### src/rtl/spu_pkg.sv
package spu_pkg;

  // bit 1: pre (1) / post (0); bit 0: decrement (1) / increment (0)
  typedef enum logic [1:0] {
    MODE_POST_INC = 2'b00,
    MODE_POST_DEC = 2'b01,
    MODE_PRE_INC  = 2'b10,
    MODE_PRE_DEC  = 2'b11
  } ptr_mode_e;

  function automatic logic mode_is_pre(input ptr_mode_e m);
    return m[1];
  endfunction

  function automatic logic mode_is_dec(input ptr_mode_e m);
    return m[0];
  endfunction

endpackage

### src/rtl/spu_step.sv
module spu_step
  import spu_pkg::*;
#(
  parameter int PTR_W = 9
) (
  input  logic [PTR_W-1:0] cur,
  input  ptr_mode_e        mode,
  output logic [PTR_W-1:0] nxt,
  output logic [PTR_W-1:0] ea
);

  localparam logic [PTR_W-1:0] ONE = PTR_W'(1);

  // modular one-step move; wrap falls out of the fixed width
  function automatic logic [PTR_W-1:0] step_ptr(input logic [PTR_W-1:0] v,
                                                input logic dec);
    return dec ? (v - ONE) : (v + ONE);
  endfunction

  function automatic logic [PTR_W-1:0] pick_ea(input logic [PTR_W-1:0] old_v,
                                               input logic [PTR_W-1:0] new_v,
                                               input logic pre);
    return pre ? new_v : old_v;
  endfunction

  assign nxt = step_ptr(cur, mode_is_dec(mode));
  assign ea  = pick_ea(cur, nxt, mode_is_pre(mode));

endmodule

### src/rtl/spu_hist.sv
module spu_hist #(
  parameter int PTR_W = 9,
  parameter int DEPTH = 2   // stages between the update stage and the commit stage
) (
  input  logic             clk,
  input  logic             rst,
  input  logic             push_v,
  input  logic             push_t,
  input  logic [PTR_W-1:0] push_old,
  input  logic [PTR_W-1:0] push_new,
  input  logic             flush,
  input  logic             wr_en,
  output logic             cm_v,
  output logic [PTR_W-1:0] cm_new,
  output logic             rb_hit,
  output logic [PTR_W-1:0] rb_val,
  output logic             inflight
);

  localparam int LAST = DEPTH - 1;

  logic             v_q [DEPTH];
  logic             t_q [DEPTH];
  logic [PTR_W-1:0] o_q [DEPTH];
  logic [PTR_W-1:0] n_q [DEPTH];

  logic             v_src [DEPTH];
  logic             t_src [DEPTH];
  logic [PTR_W-1:0] o_src [DEPTH];
  logic [PTR_W-1:0] n_src [DEPTH];

  for (genvar k = 0; k < DEPTH; k++) begin : g_stage
    if (k == 0) begin : g_head
      assign v_src[k] = push_v;
      assign t_src[k] = push_t;
      assign o_src[k] = push_old;
      assign n_src[k] = push_new;
    end else begin : g_body
      assign v_src[k] = v_q[k-1];
      assign t_src[k] = t_q[k-1];
      assign o_src[k] = o_q[k-1];
      assign n_src[k] = n_q[k-1];
    end

    always_ff @(posedge clk) begin
      if (rst) begin
        v_q[k] <= 1'b0;
        t_q[k] <= 1'b0;
        o_q[k] <= '0;
        n_q[k] <= '0;
      end else begin
        // the flush kills everything behind the commit stage
        v_q[k] <= v_src[k] & ~flush;
        t_q[k] <= t_src[k] & v_src[k] & ~flush & ~wr_en;
        o_q[k] <= o_src[k];
        n_q[k] <= n_src[k];
      end
    end
  end

  assign cm_v   = v_q[LAST] & t_q[LAST];
  assign cm_new = n_q[LAST];

  // oldest cancelled touching entry (highest index below the commit stage)
  always_comb begin
    rb_hit   = 1'b0;
    rb_val   = '0;
    inflight = 1'b0;
    for (int k = 0; k < DEPTH; k++) begin
      if (v_q[k] && t_q[k]) begin
        inflight = 1'b1;
        if (k < LAST) begin
          rb_hit = 1'b1;
          rb_val = o_q[k];
        end
      end
    end
  end

endmodule

### src/rtl/spu_commit.sv
module spu_commit #(
  parameter int PTR_W = 9
) (
  input  logic             clk,
  input  logic             rst,
  input  logic             wr_en,
  input  logic [PTR_W-1:0] wr_data,
  input  logic             cm_v,
  input  logic [PTR_W-1:0] cm_new,
  output logic [PTR_W-1:0] arch_q,
  output logic [PTR_W-1:0] arch_nxt
);

  always_comb begin
    if (wr_en)     arch_nxt = wr_data;
    else if (cm_v) arch_nxt = cm_new;
    else           arch_nxt = arch_q;
  end

  always_ff @(posedge clk) begin
    if (rst) arch_q <= '0;
    else     arch_q <= arch_nxt;
  end

  // without a valid touching commit or a load, the committed pointer holds
  a_r7_arch_holds: assert property (@(posedge clk) disable iff (rst)
    (!cm_v && !wr_en) |=> $stable(arch_q));

endmodule

### src/rtl/spec_ptr_unit.sv
module spec_ptr_unit
  import spu_pkg::*;
#(
  parameter int PTR_W = 9,
  parameter int DEPTH = 2
) (
  input  logic             clk,
  input  logic             rst,
  input  logic             s2_valid,
  input  logic             s2_acc,
  input  logic [1:0]       s2_mode,
  input  logic             flush,
  input  logic             wr_en,
  input  logic [PTR_W-1:0] wr_data,
  output logic [PTR_W-1:0] ea,
  output logic [PTR_W-1:0] ptr_spec,
  output logic [PTR_W-1:0] ptr_arch
);

  localparam logic [PTR_W-1:0] ONE = PTR_W'(1);

  logic [PTR_W-1:0] spec_q, spec_nxt, step_nxt, arch_nxt;
  logic             acc_raw, acc_live;
  logic             cm_v, rb_hit, inflight;
  logic [PTR_W-1:0] cm_new, rb_val;

  // named internal events
  assign acc_raw  = s2_valid & s2_acc;
  assign acc_live = acc_raw & ~flush & ~wr_en;

  spu_step #(.PTR_W(PTR_W)) u_step (
    .cur  (spec_q),
    .mode (ptr_mode_e'(s2_mode)),
    .nxt  (step_nxt),
    .ea   (ea)
  );

  spu_hist #(.PTR_W(PTR_W), .DEPTH(DEPTH)) u_hist (
    .clk      (clk),
    .rst      (rst),
    .push_v   (s2_valid),
    .push_t   (acc_raw),
    .push_old (spec_q),
    .push_new (step_nxt),
    .flush    (flush),
    .wr_en    (wr_en),
    .cm_v     (cm_v),
    .cm_new   (cm_new),
    .rb_hit   (rb_hit),
    .rb_val   (rb_val),
    .inflight (inflight)
  );

  spu_commit #(.PTR_W(PTR_W)) u_commit (
    .clk      (clk),
    .rst      (rst),
    .wr_en    (wr_en),
    .wr_data  (wr_data),
    .cm_v     (cm_v),
    .cm_new   (cm_new),
    .arch_q   (ptr_arch),
    .arch_nxt (arch_nxt)
  );

  always_comb begin
    if (wr_en)         spec_nxt = wr_data;
    else if (flush)    spec_nxt = rb_hit ? rb_val : spec_q;
    else if (acc_live) spec_nxt = step_nxt;
    else               spec_nxt = spec_q;
  end

  always_ff @(posedge clk) begin
    if (rst) spec_q <= '0;
    else     spec_q <= spec_nxt;
  end

  assign ptr_spec = spec_q;

  // reset clears both pointers
  a_r1_reset_zero: assert property (@(posedge clk)
    rst |=> (ptr_spec == '0 && ptr_arch == '0));

  // a live access moves the pointer by exactly one step
  a_r4_single_step: assert property (@(posedge clk) disable iff (rst)
    acc_live |=> (ptr_spec == $past(spec_q) + ONE || ptr_spec == $past(spec_q) - ONE));

  // after a flush the live pointer equals the committed one
  a_r6_flush_restores: assert property (@(posedge clk) disable iff (rst)
    (flush && !wr_en) |=> (ptr_spec == ptr_arch));

  // saved rollback value agrees with the commit path's next value
  a_r6_rollback_consistent: assert property (@(posedge clk) disable iff (rst)
    rb_hit |-> (rb_val == arch_nxt || wr_en));

  // nothing touching in flight means the pointers agree
  a_r5_quiet_match: assert property (@(posedge clk) disable iff (rst)
    !inflight |-> (spec_q == ptr_arch));

  // a load lands on both pointers
  a_r8_load_wins: assert property (@(posedge clk) disable iff (rst)
    wr_en |=> (ptr_spec == $past(wr_data) && ptr_arch == $past(wr_data)));

endmodule

### config.mk
export PLATFORM = sky130hd
export DESIGN_NAME = spec_ptr_unit
export DESIGN_NICKNAME = d
export VERILOG_FILES = /design/src/rtl/spu_pkg.sv /design/src/rtl/spu_step.sv /design/src/rtl/spu_hist.sv /design/src/rtl/spu_commit.sv /design/src/rtl/spec_ptr_unit.sv
export SDC_FILE = /design/constraint.sdc
export NUM_CORES = 1
export LEC_CHECK = 0
export CAP_MARGIN = 20
export CORE_MARGIN = 5
export CORE_UTILIZATION = 60
export DETAILED_ROUTE_END_ITERATION = 8
export DONT_BUFFER_PORTS = 1
export PLACE_DENSITY = 0.86
export SYNTH_ARGS = -nofsm -noshare
export SYNTH_HDL_FRONTEND = slang
export SYNTH_SLANG_ARGS = --single-unit
export TNS_END_PERCENT = 100
### constraint.sdc
create_clock -name clk -period 3.95 [get_ports clk]
set_input_delay 0.1975 -clock clk [delete_from_list [all_inputs] [get_ports clk]]
set_output_delay 0.1975 -clock clk [all_outputs]
set_load 0.1 [all_outputs]
==> summary.txt <==
Synthesis
  • YS warnings: 0
  • Mean Syn Cell Area: 8.94 um2
  • Synth top area cells: dfxtp_1, nor2b_1, a21oi_1, nor2_1, ha_1
  • Synth Instances: 250
  • Seq cells post-synth: 49
  • Post-Syn Area: 0.00223 mm2
  • Main synth FF type: dfxtp_1
  • Sequential share of the synthesized area: 43.9%
  • Top cell type by total area after synthesis: dfxtp_1
  • Yosys cell types: 44
  • Yosys top cell area share: 43.9%
  • Post-synth EDFFs: 0
  • Post-synth ARST share: 0%
  • Syn_nets: 275

Clocking
  • Clock buffer count from CTS: 5
  • Clock sink total: 49
  • CTS tree: done
  • H-tree Lvls: 2
  • Clock Latency Late Sink: 300 ps
  • Root Driver: clkbuf_8
  • Post-CTS setup buffers: 0
  • Clock-pin slew on the worst setup and hold paths: 90 ps
  • Bufs on Longest Clock Path: 2

Min path
  • HP Start: wr_data[1]
  • Worst min-delay path class: in2reg
  • Hold depth: 2
  • Hold Path End: u_commit.arch_q[1]

Drt
  • Antenna-violating nets left: 0
  • WL final: 4.90 mm
  • Avg WL per Cell: 16.1 um
  • DR pass1 iterations: 4
  • DR vias: 1792
  • DRC viols: 0
  • Drt initial violations: 106
  • Via density: 5.88

Critical path
  • Reg-to-Reg Start: ptr_spec[0]
  • Crit path DAT: 2740 ps
  • Crit start category: flip-flop
  • CP Capture Type: primary output
  • FF-to-FF End: u_hist.n_q[0][8]
  • R2R depth: 7
  • Crit-path max FO: 9
  • Internal reg-to-reg setup slack: 1750 ps
  • Critical path class: reg2out
  • CP required: 3750 ps

Run status
  • Status: finished clean

Die
  • Die Area: 0.00504 mm2
  • Core area: 0.00363 mm2
  • Starting Density: 61.5%
  • Core Rows: 22
  • I/O pin cnt: 44
  • Vert. Die Dim: 71.0 um
  • Die width: 71.0 um

STA
  • Final Critical Period: 2940 ps
  • Setup TNS: 0 ps
  • Fin crit share: 74.4%
  • Max Slew Vio Count: 0
  • Hold Worst Slack: 41.0 ps
  • Final Hold Viols: 0
  • RSZ-0062 raised after global routing: no
  • Clock skew: 3.59 ps
  • # setup viols final: 0
  • Max Clock Freq: 0.340 GHz
  • Max-slew headroom: 35.0%
  • Worst Max-Slew Pin Slew: 974 ps

Cells and area
  • Area growth syn-to-layout: 10.3%
  • Final instance area: 0.00246 mm2
  • Antenna fix cells: 0
  • Final Util: 67.8%
  • Filler cells: 289
  • Share of cells above drive strength 1: 14.4%
  • Nets: 281

Place
  • Placed cell areas: 0.00234 mm2
  • I/O Buffers: 0
  • Final HPWL DP: 3.40 mm
  • Final GP Congestion: 0.847

GRT
  • First-pass GRT wire length: 8.14 mm
  • Gr usage total: 20.0%
  • Vias in the first global route: 1650
  • Initial antenna violation count: 0
  • Largest net degree at the start of global routing: 49
  • Grt total ovfl: 0

Pwr
  • Sw Ratio: 40.2%
  • Logic pwr share: 31.1%
  • Leakage: 0.956 nW
  • Net Switching: 511 uW
  • Power Dens Cells: 516 mW/mm2
  • Max IR drop VDD: 304 uV
  • Seq pwr share: 45.7%
  • Total power: 1.27 mW
  • Clk network pwr share: 23.2%
  • Internal power: 761 uW

Flow run
  • Maxcap violations: 0
## Yosys cell counts, types with 3 or more instances
cell	number
dfxtp_1	49
nor2_1	28
a21oi_1	27
nor2b_1	23
nand2_1	17
clkbuf_1	13
nand3_1	11
a211oi_1	9
ha_1	7
nor3_1	7
a221oi_1	5
mux2_2	5
nor3b_1	5
o21ai_0	5
xnor2_1	4
xor2_1	3
## cells in the final DEF (no fill, tap or decap), types with 7 or more instances in the layout
cell type	count
nand3_1	11
a21oi_1	25
dfxtp_1	49
a211oi_1	9
buf_4	13
nor2_1	28
nand2_1	17
ha_1	7
nor3_1	7
nor2b_1	23
## stage by stage
step,cells,setup WS (ps)
floorplan,250,110
global placement,295,1360
detailed placement,295,1360
CTS,305,1010
global route,305,847
finish,305,1010
## flip-flops by register name, indices dropped and copies added, names as in the netlist
name	count
u_hist.v_q	2
u_hist.o_q	9
ptr_spec	9
u_commit.arch_q	9
u_hist.t_q	2
u_hist.n_q	18
## layout make-up
cell class	instances	area [um2]	area share, %
tap	48	60.1	2.44
clock buffer	5	68.8	2.79
multi-input combinational	183	1200	48.6
inverter	2	7.51	0.305
clock inverter	3	21.3	0.863
sequential	49	981	39.8
timing repair buffer	15	128	5.18
## per-layer routing
layer	GRT usage (%)	wire length (um)	share of wire, %
met4	5.64	65	1.3
met5	0	0	0
met3	7.53	429	8.8
met2	31.5	2340	48
met1	25.6	2070	42
## power groups by stage
stage	logic [mW]	clock network, mW	registers, mW
2_1_floorplan	0.277	0	0.654
3_3_place_gp	0.376	0	0.591
3_5_place_dp	0.382	0	0.593
4_1_cts	0.394	0.301	0.581
5_1_grt	0.418	0.319	0.585
6_report	0.395	0.296	0.581
## how the worst max path moves through the flow
stage | startpoint | to | slack (ps) | cells past startpoint
finish | ptr_spec[0] | ea[8] | 1010 | 8
global route | ptr_spec[0] | ea[8] | 850 | 8
CTS | ptr_spec[0] | ea[8] | 1010 | 8
detailed placement | ptr_spec[0] | ea[8] | 1360 | 8
global placement | ptr_spec[0] | ea[8] | 1360 | 8
floorplan | ptr_spec[5] | ea[7] | 110 | 6
## cells by family (layout without fill, tap and decap cells)
logic type	after synthesis	in the layout	synth area share, %
fa+ha+maj	8	8	4.82
buf+inv	18	25	3.47
flops	49	49	43.9
simple gates	97	97	21.7
mux	6	6	2.97
compound gates	65	65	20.4
xor+xnor	7	7	2.74
## timing repair
action,4_1_cts,5_1_grt
gates resized for setup,0,0
endpoints found under the hold margin,48,0
setup endpoints to repair,0,0
hold buffers,2,0
## critical path, stage by stage, from the launching register on
cell and delay [ps]:
dfxtp_1 310, buf_4 250, fa_1 490, a211oi_1 300, o21ai_2 120, mux2i_1 320
o21ai_0 190, xnor2_2 150, buf_4 300
No activity file was read; power rests on OpenSTA's default activity.
